[src/rtl/psa_pkg.sv]
package psa_pkg;
  typedef enum logic [1:0] {
    LANE_B8   = 2'b00,
    LANE_B16  = 2'b01,
    LANE_B32  = 2'b10,
    LANE_FULL = 2'b11
  } lane_e;

  typedef enum logic [1:0] {
    MODE_WRAP  = 2'b00,
    MODE_SSAT  = 2'b01,
    MODE_USAT  = 2'b10,
    MODE_WRAP2 = 2'b11
  } arith_e;
endpackage

[src/rtl/psa_byte_add.sv]
module psa_byte_add #(
  parameter int W = 8
) (
  input  logic [W-1:0] a,
  input  logic [W-1:0] b,
  input  logic         sub,
  input  logic         cin,
  output logic [W-1:0] sum,
  output logic         cout,
  output logic         a_top,
  output logic         b_top
);
  logic [W-1:0] b_eff;

  always_comb begin
    b_eff       = b ^ {W{sub}};
    {cout, sum} = {1'b0, a} + {1'b0, b_eff} + {{W{1'b0}}, cin};
    a_top       = a[W-1];
    b_top       = b_eff[W-1];
  end
endmodule

[src/rtl/psa_lane_chain.sv]
module psa_lane_chain
  import psa_pkg::*;
#(
  parameter int DATA_W = 64,
  parameter int SEG_W  = 8,
  localparam int NSEG  = DATA_W / SEG_W
) (
  input  logic [DATA_W-1:0] opa,
  input  logic [DATA_W-1:0] opb,
  input  logic              sub_eff,
  input  lane_e             lane_code,
  output logic [DATA_W-1:0] sum,
  output logic [NSEG-1:0]   cout,
  output logic [NSEG-1:0]   a_top,
  output logic [NSEG-1:0]   b_top
);
  logic [NSEG-1:0] seg_start;
  logic [NSEG-1:0] cin;

  // A segment starts a new lane when its index is aligned to the lane size.
  always_comb begin
    for (int i = 0; i < NSEG; i++) begin
      if (lane_code == LANE_FULL) begin
        seg_start[i] = (i == 0);
      end else begin
        seg_start[i] = ((i & ((1 << int'(lane_code)) - 1)) == 0);
      end
    end
  end

  genvar g;
  generate
    for (g = 0; g < NSEG; g++) begin : g_seg
      if (g == 0) begin : g_first
        assign cin[g] = sub_eff;
      end else begin : g_rest
        assign cin[g] = seg_start[g] ? sub_eff : cout[g-1];
      end

      psa_byte_add #(.W(SEG_W)) u_add (
        .a     (opa[g*SEG_W +: SEG_W]),
        .b     (opb[g*SEG_W +: SEG_W]),
        .sub   (sub_eff),
        .cin   (cin[g]),
        .sum   (sum[g*SEG_W +: SEG_W]),
        .cout  (cout[g]),
        .a_top (a_top[g]),
        .b_top (b_top[g])
      );
    end
  endgenerate
endmodule

[src/rtl/psa_clamp.sv]
module psa_clamp
  import psa_pkg::*;
#(
  parameter int DATA_W = 64,
  parameter int SEG_W  = 8,
  localparam int NSEG  = DATA_W / SEG_W
) (
  input  logic [DATA_W-1:0] sum,
  input  logic [NSEG-1:0]   cout,
  input  logic [NSEG-1:0]   a_top,
  input  logic [NSEG-1:0]   b_top,
  input  logic              sub_eff,
  input  lane_e             lane_code,
  input  arith_e            arith,
  output logic [DATA_W-1:0] res,
  output logic [NSEG-1:0]   clamped
);
  always_comb begin
    for (int i = 0; i < NSEG; i++) begin
      int  top;
      logic s_top, s_ovf, u_ovf, neg, hit;
      logic [SEG_W-1:0] fill;

      // The top segment of the lane holds the sign and the lane carry.
      if (lane_code == LANE_FULL) top = NSEG - 1;
      else                        top = i | ((1 << int'(lane_code)) - 1);

      s_top = sum[top*SEG_W + SEG_W - 1];
      s_ovf = (a_top[top] == b_top[top]) && (s_top != a_top[top]);
      u_ovf = sub_eff ? ~cout[top] : cout[top];
      neg   = a_top[top];

      hit = 1'b0;
      if (lane_code != LANE_FULL) begin
        if (arith == MODE_SSAT) hit = s_ovf;
        if (arith == MODE_USAT) hit = u_ovf;
      end

      if (arith == MODE_SSAT) begin
        if (i == top) fill = neg ? {1'b1, {(SEG_W-1){1'b0}}} : {1'b0, {(SEG_W-1){1'b1}}};
        else          fill = neg ? {SEG_W{1'b0}} : {SEG_W{1'b1}};
      end else begin
        fill = sub_eff ? {SEG_W{1'b0}} : {SEG_W{1'b1}};
      end

      clamped[i]             = hit;
      res[i*SEG_W +: SEG_W]  = hit ? fill : sum[i*SEG_W +: SEG_W];
    end
  end
endmodule

[src/rtl/packed_sat_adder.sv]
module packed_sat_adder
  import psa_pkg::*;
#(
  parameter int DATA_W = 64,
  parameter int SEG_W  = 8,
  localparam int NSEG  = DATA_W / SEG_W
) (
  input  logic              clk,
  input  logic              rst_n,
  input  logic              in_valid,
  input  logic              op_sub,
  input  logic [1:0]        lane_sel,
  input  logic [1:0]        mode,
  input  logic [DATA_W-1:0] opa,
  input  logic [DATA_W-1:0] opb,
  output logic              out_valid,
  output logic [DATA_W-1:0] result,
  output logic [NSEG-1:0]   sat_flags
);
  lane_e             lane_code;
  arith_e            arith;
  logic              sub_eff;
  logic [DATA_W-1:0] raw_sum;
  logic [NSEG-1:0]   seg_cout, seg_a_top, seg_b_top;
  logic [DATA_W-1:0] lane_res;
  logic [NSEG-1:0]   lane_clamp;

  logic              valid_d, valid_q;
  logic [DATA_W-1:0] res_d, res_q;
  logic [NSEG-1:0]   flag_d, flag_q;

  always_comb begin
    lane_code = lane_e'(lane_sel);
    arith     = arith_e'(mode);
    sub_eff   = op_sub && (lane_code != LANE_FULL);
  end

  psa_lane_chain #(.DATA_W(DATA_W), .SEG_W(SEG_W)) u_chain (
    .opa       (opa),
    .opb       (opb),
    .sub_eff   (sub_eff),
    .lane_code (lane_code),
    .sum       (raw_sum),
    .cout      (seg_cout),
    .a_top     (seg_a_top),
    .b_top     (seg_b_top)
  );

  psa_clamp #(.DATA_W(DATA_W), .SEG_W(SEG_W)) u_clamp (
    .sum       (raw_sum),
    .cout      (seg_cout),
    .a_top     (seg_a_top),
    .b_top     (seg_b_top),
    .sub_eff   (sub_eff),
    .lane_code (lane_code),
    .arith     (arith),
    .res       (lane_res),
    .clamped   (lane_clamp)
  );

  // Next-state: load on a valid operation, hold otherwise.
  always_comb begin
    valid_d = in_valid;
    res_d   = in_valid ? lane_res   : res_q;
    flag_d  = in_valid ? lane_clamp : flag_q;
  end

  always_ff @(posedge clk or negedge rst_n) begin
    if (!rst_n) begin
      valid_q <= 1'b0;
      res_q   <= '0;
      flag_q  <= '0;
    end else begin
      valid_q <= valid_d;
      res_q   <= res_d;
      flag_q  <= flag_d;
    end
  end

  assign out_valid = valid_q;
  assign result    = res_q;
  assign sat_flags = flag_q;
endmodule

[config.mk]
export PLATFORM = sky130hd
export DESIGN_NAME = packed_sat_adder
export DESIGN_NICKNAME = d
export VERILOG_FILES = /design/src/rtl/psa_pkg.sv /design/src/rtl/psa_byte_add.sv /design/src/rtl/psa_lane_chain.sv /design/src/rtl/psa_clamp.sv /design/src/rtl/packed_sat_adder.sv
export SDC_FILE = /design/constraint.sdc
export NUM_CORES = 1
export LEC_CHECK = 0
export BUFFER_PORTS_ARGS = -buffer_cell sky130_fd_sc_hd__buf_2
export CAP_MARGIN = 20
export CELL_PAD_IN_SITES_DETAIL_PLACEMENT = 1
export CELL_PAD_IN_SITES_GLOBAL_PLACEMENT = 1
export CORE_MARGIN = 2
export CORE_UTILIZATION = 40
export DETAILED_ROUTE_END_ITERATION = 8
export PLACE_DENSITY_LB_ADDON = 0.15
export SLEW_MARGIN = 10
export SYNTH_ARGS = -nofsm -noshare
export SYNTH_HDL_FRONTEND = slang
export SYNTH_SLANG_ARGS = --single-unit
[constraint.sdc]
create_clock -name clk -period 1.97 [get_ports clk]
set_clock_uncertainty 0.1 [all_clocks]
set_input_delay 0.2955 -clock clk [delete_from_list [all_inputs] [get_ports clk]]
set_output_delay 0.2955 -clock clk [all_outputs]
set_load 0.02 [all_outputs]
==> results.toml <==
[run_status]
status = "complete, but fails checks"
violations = "negative setup slack"

[drt]
vias = 11679
wirelength_um = 56200
wl_per_cell_um = 32.7
drtIter0Drc = 1283
dr.pass1.iters = 6
avgViaCountPerCell = 6.80
ant_nets = 0
drc_errors = 0

[setup_path]
slowest_stage = "fa_1"
worstPathRequired_ps = 2140
reg2reg_slack_ps = 760
cp.arrival_ps = 13820
start_kind = "input pin"
worst_path_most_repeated_cell = "fa_2"
path_max_fanout = 7
worstSetupEndpointType = "register"
max_stage_delay_ps = 480
crit_type = "input pin to register"

[placement]
portBuffers = 208
dp.cells = 1604
hpwl_um = 25300
dp_slack_ps = -11240
dpl_cell_area_mm2 = 0.0111
place.gp.congestion = 0.929

[logic_synthesis]
syn_nets = 1132
syn_avg_cell_area_um2 = 8.40
ys_types = 91
yosysTopAreaCell = "dfrtp_1"
synth-async-reset-ratio_pct = 100
netlist_instances = 924
ys.warnings.count = 0
yosys.area_share.simple_pct = 16.7
netlist.area_leader.share_pct = 23.5
ys_seq_area_share_pct = 23.5
synthXorXnorAreaFrac_pct = 13.3
syn_area_mm2 = 0.00777
synthMuxAreaShare_pct = 2.27
ys_ff_latch = 73
synth_edf_count = 0
yosys-top-cells-area = "dfrtp_1 (24%), xnor2_1 (11%), ha_1 (9.2%)"
yosys.area_share.adder_pct = 13.2
synth_ff_type = "dfrtp_1"
synth_top_family_by_area = "compound AO/OA/AOI/OAI gates"
synth_compound_area_share_pct = 26.4

[grt]
grt.busiest_layer = "met2"
grt_pass1_vias = 11804
overflow = 0
grt_pass1_wl_um = 67700
met3_usage_pct = 8.40
antenna_found_initial = 4
met1_usage_pct = 47.8
track_usage_pct = 43.4
grt_use_met2_pct = 76.2
grt_max_degree = 34

[sta]
slew_violations = 0
fin_crit_sh_pct = 693
finalSetupViolCount = 72
rsz0062_at_grt = "yes"
hold_viol_final = 0
layout_setup_ws_ps = -11680
layout_min_cycle_time_ps = 13650
max_freq_mhz = 73.3
relSlewSlack_pct = 9.83
worst_pin_slew_ps = 1340

[clocking]
clock-sinks = 73
clock_latency_ps = 380
cts_tree = "done"
clkTransAtPathRegs_ps = 80
cts_root_buf = "clkbuf_16"
numCtsBuffers = 9
clock_path_buffers = 2
cts.htree.levels = 3

[die]
core_mm2 = 0.0189
start_util_pct = 41.1
rows = 50
die_w_um = 143
dieArea_mm2 = 0.0205
io_pins = 209
die_h_um = 143

[power_and_ir_drop]
power.density_mw_per_mm2 = 894
finalPower_uw = 11600
leakagePower_uw = 0.00617
peakVddDrop_mv = 0.491

[layout]
final_nets = 1659
area_growth_pct = 67.2
drive_above_1_share_pct = 50.1
utilization_pct = 68.7
final_area_mm2 = 0.0130
finalNonFillerCells = 1718

[worst_hold_path]
min_path_type = "input pin to register"

[job]
max-cap-violations = 0
==> layer usage <==
metal / vias to the layer above / part of all wire (%)
met4: 2 / 12
li1: 4405 / -
met3: 589 / 11
met1: 5525 / 32
met2: 1158 / 45
met5: - / 0.018
==> layout make-up <==
type                       instances  area, µm²
inverter                          50        188
clock inverter                     5       56.3
timing repair buffer             555       3810
tap                              260        325
clock buffer                      11        233
antenna                            2       5.00
multi-input combinational        762       6540
sequential                        73       1830
fill                            2216       5900
==> what timing repair did <==
item                                    4_1_cts  5_1_grt
cloned                                        3        0
endpoints found under the hold margin        27        0
pin swaps                                    51       45
endpoints found under the setup margin       72       72
hold buffers                                  1        0
setup buffers                                61       35
gates resized for setup                      84       75
==> synthesized netlist by cell type (all sizes together) (7+ instances only) <==
library cell / instances
clkbuf: 25
nand2: 63
xor2: 19
ha: 57
nor2: 65
nand3: 21
fa: 15
nor3: 25
buf: 16
o221ai: 15
a31oi: 9
o21a: 21
and2: 7
o31ai: 12
o21bai: 8
a21oi: 79
xnor2: 99
o211ai: 11
a221o: 9
o21ai: 59
a21o: 15
nor2b: 18
dfrtp: 73
inv: 48
mux2i: 12
nand2b: 13
a211oi: 7
==> kinds of logic (layout without fill, tap and decap cells) <==
family	count (synthesis)	in the layout
compound gates	294	296
simple gates	258	258
xor+xnor	118	118
buf+inv	91	621
fa+ha+maj	73	73
flops	73	73
mux	17	17
other cells	0	2
==> final timing paths <==
| path | to | cells after the start | start |
|---|---|---|---|
| setup / recovery | result[41] | 63 | lane_sel[1] |
| hold / removal | out_valid | 1 | in_valid |
| setup reg to reg | result[6] | 2 | result[6] |
| hold reg to reg | result[24] | 1 | result[24] |
| max in group asynchronous | result[1] | 3 | rst_n |
| min in group asynchronous | result[10] | 2 | rst_n |
==> metrics by stage <==
stage | setup TNS (ps) | hold slack (ps)
3_3_place_gp | -562490 | 158
6_report | -604820 | 93.4
5_1_grt | -611000 | 90.8
4_1_cts | -536570 | 113
3_5_place_dp | -591610 | 161
2_1_floorplan | -538510 | -100
==> worst max-delay path, delay by kind of cell <==
family	cells	cell delay, ps
AOI/OAI and AO/OA	29	6460
buffers and inverters	5	590
adders and majority gates	15	4400
and+or+nand+nor	12	1750
xor gates and xnor gates	2	300
==> state kept, by name (all words and copies together) (netlist names) <==
register,flops
out_valid,1
result,64
sat_flags,8
==> where the power goes <==
group          total (µW)  internal (µW)  switching, µW
Clock                1840            983            855
Combinational        7440           3150           4290
Sequential           2330           1940            393
Total               11600           6070           5540
==> placed cells by master, fill, tap and decap left out, drive strengths merged, types with 5 or more instances in the layout <==
master	n
fa	15
a211oi	7
nand2b	13
o221ai	15
buf	554
clkinv	5
a221o	9
o21ai	59
and2	7
clkbuf	11
mux2i	12
nand3	21
xor2	19
o21bai	8
or3	5
o31ai	12
nor2	65
dfrtp	73
mux2	5
a21o	15
o21a	21
nand2	63
inv	48
nor3b	6
xnor2	99
nor4	5
or2	5
nor2b	18
nor3	25
o211ai	11
or4	5
and3	6
a31oi	10
a21oi	79
ha	57
(Power assumes the default switching activity.)
